### config.mk
export PLATFORM = sky130hd
export DESIGN_NAME = combo_lock
export DESIGN_NICKNAME = d
export VERILOG_FILES = /design/src/rtl/lock_pkg.sv /design/src/rtl/lock_press_decode.sv /design/src/rtl/lock_table.sv /design/src/rtl/lock_state_reg.sv /design/src/rtl/combo_lock.sv
export SDC_FILE = /design/constraint.sdc
export NUM_CORES = 1
export LEC_CHECK = 0
export BUFFER_PORTS_ARGS = -buffer_cell sky130_fd_sc_hd__buf_4
export CAP_MARGIN = 20
export CORE_AREA = 2 2 39 41
export CTS_CLUSTER_DIAMETER = 30
export DETAILED_ROUTE_END_ITERATION = 6
export DIE_AREA = 0 0 41 43
export SYNTH_ARGS = -nofsm -noshare
export SYNTH_HDL_FRONTEND = slang
export SYNTH_SLANG_ARGS = --single-unit
### constraint.sdc
create_clock -name clk -period 1.1 [get_ports clk]
set_clock_uncertainty 0.15 [all_clocks]
set_input_delay 0.165 -clock clk [delete_from_list [all_inputs] [get_ports clk]]
set_output_delay 0.165 -clock clk [all_outputs]
set_load 0.01 [all_outputs]
### src/rtl/lock_pkg.sv
package lock_pkg;

    localparam int STATE_W = 3;
    localparam int BTN_W   = 2;
    localparam int ADDR_W  = STATE_W + BTN_W;
    localparam int DEPTH   = 1 << ADDR_W;

    typedef enum logic [STATE_W-1:0] {
        ST_IDLE   = 3'd0,
        ST_GOT0   = 3'd1,
        ST_GOT01  = 3'd2,
        ST_GOT011 = 3'd3,
        ST_OPEN   = 3'd4
    } lock_state_e;

    // {btn1, btn0}
    typedef enum logic [BTN_W-1:0] {
        PR_NONE = 2'b00,
        PR_ZERO = 2'b01,
        PR_ONE  = 2'b10,
        PR_BOTH = 2'b11
    } press_e;

    typedef struct packed {
        logic [STATE_W-1:0] next;
        logic               open;
    } tbl_word_t;

    localparam int WORD_W = $bits(tbl_word_t);

    function automatic logic [STATE_W-1:0] step_zero(input logic [STATE_W-1:0] st);
        logic [STATE_W-1:0] nx;
        case (st)
            ST_GOT011: nx = ST_OPEN;
            default:   nx = ST_GOT0;
        endcase
        return nx;
    endfunction

    function automatic logic [STATE_W-1:0] step_one(input logic [STATE_W-1:0] st);
        logic [STATE_W-1:0] nx;
        case (st)
            ST_GOT0:  nx = ST_GOT01;
            ST_GOT01: nx = ST_GOT011;
            ST_OPEN:  nx = ST_GOT01;
            default:  nx = ST_IDLE;
        endcase
        return nx;
    endfunction

    function automatic logic legal_state(input logic [STATE_W-1:0] st);
        return st <= STATE_W'(ST_OPEN);
    endfunction

    function automatic tbl_word_t lock_entry(input logic [STATE_W-1:0] st,
                                             input logic [BTN_W-1:0]   pr);
        tbl_word_t w;
        w.open = (st == STATE_W'(ST_OPEN));
        if (!legal_state(st)) begin
            w.next = ST_IDLE;
        end else begin
            case (pr)
                PR_ZERO: w.next = step_zero(st);
                PR_ONE:  w.next = step_one(st);
                default: w.next = st;
            endcase
        end
        return w;
    endfunction

endpackage

### src/rtl/lock_press_decode.sv
module lock_press_decode
    import lock_pkg::*;
(
    input  logic   btn0,
    input  logic   btn1,
    output press_e press
);
    always_comb begin
        case ({btn1, btn0})
            2'b01:   press = PR_ZERO;
            2'b10:   press = PR_ONE;
            2'b11:   press = PR_BOTH;
            default: press = PR_NONE;
        endcase
    end
endmodule

### src/rtl/lock_table.sv
module lock_table
    import lock_pkg::*;
(
    input  logic [STATE_W-1:0] state,
    input  press_e             press,
    output tbl_word_t          word
);
    tbl_word_t rom [DEPTH];

    for (genvar a = 0; a < DEPTH; a++) begin : g_rom
        localparam logic [ADDR_W-1:0] ADDR = ADDR_W'(a);
        assign rom[a] = lock_entry(ADDR[ADDR_W-1:BTN_W], ADDR[BTN_W-1:0]);
    end

    logic [ADDR_W-1:0] addr;
    assign addr = {state, press};
    assign word = rom[addr];
endmodule

### src/rtl/lock_state_reg.sv
module lock_state_reg
    import lock_pkg::*;
(
    input  logic               clk,
    input  logic               rst,
    input  logic [STATE_W-1:0] d,
    output logic [STATE_W-1:0] q
);
    always_ff @(posedge clk) begin
        if (rst) q <= ST_IDLE;
        else     q <= d;
    end
endmodule

### src/rtl/combo_lock.sv
module combo_lock
    import lock_pkg::*;
(
    input  logic clk,
    input  logic rst,
    input  logic btn0,
    input  logic btn1,
    output logic unlock
);
    press_e             press;
    tbl_word_t          word;
    logic [STATE_W-1:0] state_q;

    lock_press_decode u_dec (
        .btn0  (btn0),
        .btn1  (btn1),
        .press (press)
    );

    lock_table u_tbl (
        .state (state_q),
        .press (press),
        .word  (word)
    );

    lock_state_reg u_state (
        .clk (clk),
        .rst (rst),
        .d   (word.next),
        .q   (state_q)
    );

    assign unlock = word.open;
endmodule

==> results of run 1 <==
## what timing repair did
item | CTS | global route
endpoints found under the hold margin | 2 | 0
buffers inserted | 3 | 2
gates resized for setup | 6 | 7
hold buffers | 1 | 0
pin swaps | 4 | 4
setup endpoints to repair | 3 | 4
## critical path, cell delays in order, from the launching register on
cell and delay (ns):
dfxtp_2 0.33, nor3b_4 0.21, buf_6 0.13
## power by group
group	internal (W)	leakage [nW]	switching [W]
clock network	0.000136	0.0150	0.0000541
registers	0.000113	0.0261	0.00000509
logic	0.0000499	0.156	0.0000361
## area by class of cell
cell class	count	area, sq um
clock buffer	4	26.28
fill	150	935.9
inverter	3	11.26
multi-input combinational	20	197.7
sequential	3	66.31
tap	16	20.02
timing repair buffer	15	126.4
## final timing paths
check	from	to	slack (ns)	cells after the start
max	u_state.q[0]	unlock	-0.11	2
min	rst	u_state.q[0]	0.08	3
min reg2reg	u_state.q[2]	u_state.q[1]	0.49	3
max reg2reg	u_state.q[2]	u_state.q[1]	-0.11	5
## cells in the final DEF, fill, tap and decap left out, drive strengths merged
master / Yosys / layout
a211o: 1 / 1
a21oi: 2 / 2
a32oi: 1 / 1
buf: 0 / 14
clkbuf: 0 / 4
dfxtp: 3 / 3
dlygate4sd3: 0 / 1
ha: 3 / 3
inv: 3 / 3
nand2: 2 / 2
nand2b: 1 / 1
nand3: 1 / 1
nand3b: 1 / 1
nand4b: 2 / 2
nor2: 2 / 2
nor2b: 2 / 2
nor3b: 1 / 1
o211ai: 1 / 1
## stage by stage
step | instance area (sq um) | power [W]
floorplan | 240.2 | 0.0001517
global placement | 342.8 | 0.0001919
detailed placement | 342.8 | 0.0001934
CTS | 409.1 | 0.0003998
global route | 447.9 | 0.0004381
finish | 447.9 | 0.0003940
## metal layers
layer / track usage (%) / vias up / wire [um]
met5: 0 / - / 0
met4: 2.000 / 0 / 0
met3: 6.283 / 0 / 9
met2: 10.94 / 4 / 324
met1: 13.38 / 115 / 322
li1: - / 131 / -
## cells by family (layout without fill, tap and decap cells)
| group | count (synthesis) | count (layout) | share of synthesized area, % |
|---|---|---|---|
| fa+ha+maj | 3 | 3 | 17.05 |
| buf+inv | 3 | 22 | 5.113 |
| flops | 3 | 3 | 27.27 |
| simple gates | 12 | 12 | 34.66 |
| compound gates | 5 | 5 | 15.91 |
==> impl_metrics.tcl, run 1 <==
set metrics [dict create \
    status "finished, violations left" \
    violations "negative setup slack" \
    area_delta_synth_final_pct 103.4 \
    powerDensity_nw_per_um2 879.7 \
    h-tree-depth 1 \
    avgSynthCellArea_sq_um 8.470 \
    hold_viol_final 0 \
    nets 53 \
    synth-edff-count 0 \
    die-width_um 41 \
    grtUsageTotal_pct 9.209 \
    synth_top_area_cell "dfxtp_1" \
    period_needed_ns 1.208 \
    finalSetupTns_ns -0.3467 \
    vdd_drop_max_uv 453.4 \
    ys_seq_elements 3 \
    p_leak_nw 0.1969 \
    critPathLaunchType "register" \
    reg_top3 "u_state.q x3" \
    io_pins 5 \
    drt-initial-drc-count 2 \
    clk_path_buf_depth 2 \
    synth_area_leaders "dfxtp_1 27%, ha_1 17%, nand4b_1 8.0%, nor2b_1 5.7%, nor3b_2 5.7%" \
    drcViolationCount 0 \
    avgViaCountPerCell 4.098 \
    gr-total-overflow 0 \
    largest_reg_flops 3 \
    syn_area_sq_um 220.2 \
    grt_pass1_vias 243 \
    holdWs_ns 0.07787 \
    place_inst 53 \
    tightest_slew_ns 0.1729 \
    synth_fp_nets 33 \
    core_sq_um 1384 \
    num_rows 14 \
    critical_path_class "register to primary output" \
    critPathArrivalTime_ns 0.89 \
    crit_required_ns 0.78 \
    die_height_um 43 \
    finish.utilization_pct 32.37 \
    largest_register "u_state.q" \
    grt_max_degree 7 \
    dp_slack_ns -0.1622 \
    cap_violations 0 \
    drive_above_1_share_pct 60.00 \
    worstPathMaxFanout 3 \
    gp_congestion 0.7359 \
    finalWorstSetupSlack_ns -0.1077 \
    seq_area_frac_synth_pct 27.27 \
    max_freq_mhz 828.0 \
    final_cells 61 \
    rsz0062_at_grt "yes" \
    ys.flop_type "dfxtp_1" \
    ant_nets 0 \
    first_pass_iters 4 \
    cts_buffers 3 \
    route.vias.total 250 \
    wirelength_um 656 \
    cts_tree "yes" \
    yosys-top-cells-count "3 x dfxtp_1, 3 x ha_1, 3 x inv_1" \
    finalCritPeriodShare_pct 109.8 \
    cts.sinks 3 \
    cts_root_buf "clkbuf_4" \
    clk-insertion-delay-late_ns 0.23 \
    yosys_warnings 0 \
    initial_core_util_pct 15.91 \
    n_antenna_cell 0 \
    die_area_sq_um 1763 \
    port_buffers 4 \
    clk_pin_slew_worst_paths_ns 0.03 \
    grt_pass1_wl_um 1055 \
    wl_per_cell_um 10.75 \
    synth.distinct_cells 15 \
    syn-instance-count 26 \
    hpwl_um 427.9 \
    drv_slew 0 \
    async_reset_ff_share_pct 0 \
    relSlewSlack_pct 88.47 \
    holdCritPathClass "input port to register" \
    finalSetupViolCount 4 \
    crit_path_end_kind "primary output" \
    antenna_found_initial 0 \
    synth_top_area_share_pct 27.27 \
]
(Power assumes the default switching activity.)
==> inputs of run 2 (changes only) <==
Settings changed: SYNTH_HIERARCHICAL set to 1.
==> run 2 against run 1 <==
Net effect:
- die area unchanged
- synthesized cell count unchanged
- via count fell by 16%
- final cell count decreased by 11%
- first-iteration DRC count did not move
- the flow still finishes with violations (negative setup slack)
- setup slack got worse by 0.16 ns
- hold slack gained 0.21 ns
==> impl_metrics.tcl, run 2 <==
set metrics [dict create \
    violations "negative setup slack" \
    status "finished, violations left" \
    cts.sinks 3 \
    drt-initial-drc-count 2 \
    grt_max_degree 6 \
    finish.utilization_pct 28.84 \
    synth_fp_nets 33 \
    timing.rr.start "u_state/q[1]" \
    synth_top_area_share_pct 26.09 \
    drv_slew 0 \
    die_height_um 43 \
    relSlewSlack_pct 83.46 \
    finalWorstSetupSlack_ns -0.2644 \
    largest_reg_flops 3 \
    clk_path_buf_depth 2 \
    use_met3_pct 0 \
    p_leak_nw 0.1646 \
    ys.flop_type "dfxtp_1" \
    holdCritPathClass "input port to register" \
    cts_root_buf "clkbuf_4" \
    finalSetupViolCount 4 \
    ys_seq_elements 3 \
    yosys_warnings 6 \
    area_delta_synth_final_pct 73.37 \
    grtUsageTotal_pct 5.894 \
    drive_above_1_share_pct 57.89 \
    die-width_um 41 \
    port_buffers 4 \
    placed_area_sq_um 314.1 \
    period_needed_ns 1.364 \
    avgSynthCellArea_sq_um 8.855 \
    cts_tree "yes" \
    clk_pin_slew_worst_paths_ns 0.04 \
    synth.distinct_cells 15 \
    ant_nets 0 \
    synth_most_common_cell "nor2b_1" \
    reg_top3 "u_state/q x3" \
    clk-insertion-delay-late_ns 0.23 \
    fin_area_sq_um 399.1 \
    wl_per_cell_um 9.185 \
    place_inst 47 \
    synth_area_leaders "dfxtp_1 26%, ha_1 16%, nor2b_1 11%, nand2b_1 5.4%, nor3b_2 5.4%" \
    tightest_slew_ns 0.2449 \
    hpwl_um 320.2 \
    die_area_sq_um 1763 \
    initial_core_util_pct 16.64 \
    critPathArrivalTime_ns 1.05 \
    core_sq_um 1384 \
    fill_cells 151 \
    use_met1_pct 8.228 \
    hold_depth 5 \
    crit_required_ns 0.78 \
    slowest_stage "dfxtp_2" \
    largest_register "u_state/q" \
    crit_path_end_kind "primary output" \
    path_delay_family "flip-flops" \
    seq_area_frac_synth_pct 26.09 \
    powerDensity_nw_per_um2 961.3 \
    synth-edff-count 0 \
    async_reset_ff_share_pct 0 \
    grt_pass1_wl_um 703 \
    hold_end "u_state/q[1]" \
    antenna_found_initial 0 \
    path_cells "nor3b_4, buf_4, buf_6" \
    nets 46 \
    grt_pass1_vias 199 \
    cts_buffers 3 \
    final_cells 54 \
    final_common_cell "buf_4" \
    finalCritPeriodShare_pct 124.0 \
    route.vias.total 211 \
    hp-start "btn1" \
    mostFrequentLayoutCells "8 x buf_4, 4 x nor2b_1, 3 x clkbuf_4" \
    r2r_setup_slack_ns -0.21 \
    syn-instance-count 26 \
    hold_viol_final 0 \
    critical_path_class "register to primary output" \
    syn_area_sq_um 230.2 \
    synth_top_area_cell "dfxtp_1" \
    rr_worst_depth 5 \
    busiest_layer "met1" \
    r2r-end "u_state/q[0]" \
    gr-total-overflow 0 \
    max_freq_mhz 732.9 \
    num_rows 14 \
    avgViaCountPerCell 3.907 \
    vdd_drop_max_uv 275.2 \
    worst-path-buf-inv 2 \
    critPathLaunchType "register" \
    rsz0062_at_grt "yes" \
    drcViolationCount 0 \
    grt_util_met2_pct 7.500 \
    io_pins 5 \
    cap_violations 0 \
    wirelength_um 496 \
    h-tree-depth 1 \
    finalSetupTns_ns -0.7281 \
    gp_congestion 0.6568 \
    yosys-top-cells-count "4 x nor2b_1, 3 x dfxtp_1, 3 x ha_1, 3 x inv_1" \
    slowest_delay_ns 0.34 \
    n_antenna_cell 0 \
    worstPathMaxFanout 4 \
    first_pass_iters 2 \
]
==> run 2: stage by stage <==
step / setup WS (ns) / hold slack [ns] / total power (W)
2_1_floorplan: -0.2554 / 0.08661 / 0.0001662
3_3_place_gp: -0.3160 / 0.1952 / 0.0001798
3_5_place_dp: -0.3313 / 0.1972 / 0.0001804
4_1_cts: -0.3183 / 0.2918 / 0.0003885
5_1_grt: -0.3034 / 0.3052 / 0.0004168
6_report: -0.2644 / 0.2831 / 0.0003837
==> run 2: power by group <==
group	internal [W]	switching [W]
combinational	0.0000434	0.0000282
clock	0.000136	0.0000559
sequential	0.000113	0.00000762
total	0.000292	0.0000918
==> run 2: cells by family after synthesis <==
| family | share of synthesized area (%) |
|---|---|
| and+or+nand+nor | 23.36 |
| AOI/OAI and AO/OA | 21.20 |
| buffers and inverters | 8.153 |
| adders and majority gates | 16.31 |
| DFF | 26.09 |
| muxes | 4.891 |
==> run 2: repair_timing <==
action / in CTS / in global routing
hold buffers: 1 / 0
setup endpoints to repair: 4 / 4
gates resized for setup: 4 / 5
pin swaps: 1 / 2
hold endpoints to repair: 3 / 0
setup buffers: 1 / 1
==> run 2: cell type report <==
| class | instances | area [sq um] | area share, % |
|---|---|---|---|
| Multi-Input combinational cell | 18 | 191.4 | 47.96 |
| Clock buffer | 4 | 26.28 | 6.583 |
| Sequential cell | 3 | 66.31 | 16.61 |
| Inverter | 3 | 13.76 | 3.448 |
| Tap cell | 16 | 20.02 | 5.016 |
| Timing Repair Buffer | 10 | 81.33 | 20.38 |
==> run 2: layer usage <==
layer	share of wire (%)	wire length [um]	up-vias
met2	44	220	4
met5	0	0	-
met3	3.0	15	0
li1	-	-	113
met4	0	0	0
met1	52	260	94
==> run 2: worst max path at each step <==
stage | cells past startpoint | start | end
after floorplan | 7 | btn0 | u_state/q[1]
after global placement | 4 | u_state/q[1] | u_state/q[1]
after detailed placement | 4 | u_state/q[1] | u_state/q[1]
after CTS | 3 | u_state/q[1] | unlock
after global routing | 3 | u_state/q[1] | unlock
final | 3 | u_state/q[0] | unlock
==> run 2: worst min-delay path, stage by stage <==
cell	delay, ns
buf_4	0.10
ha_4	0.14
a22oi_2	0.06
o41ai_1	0.05
nor2b_1	0.11
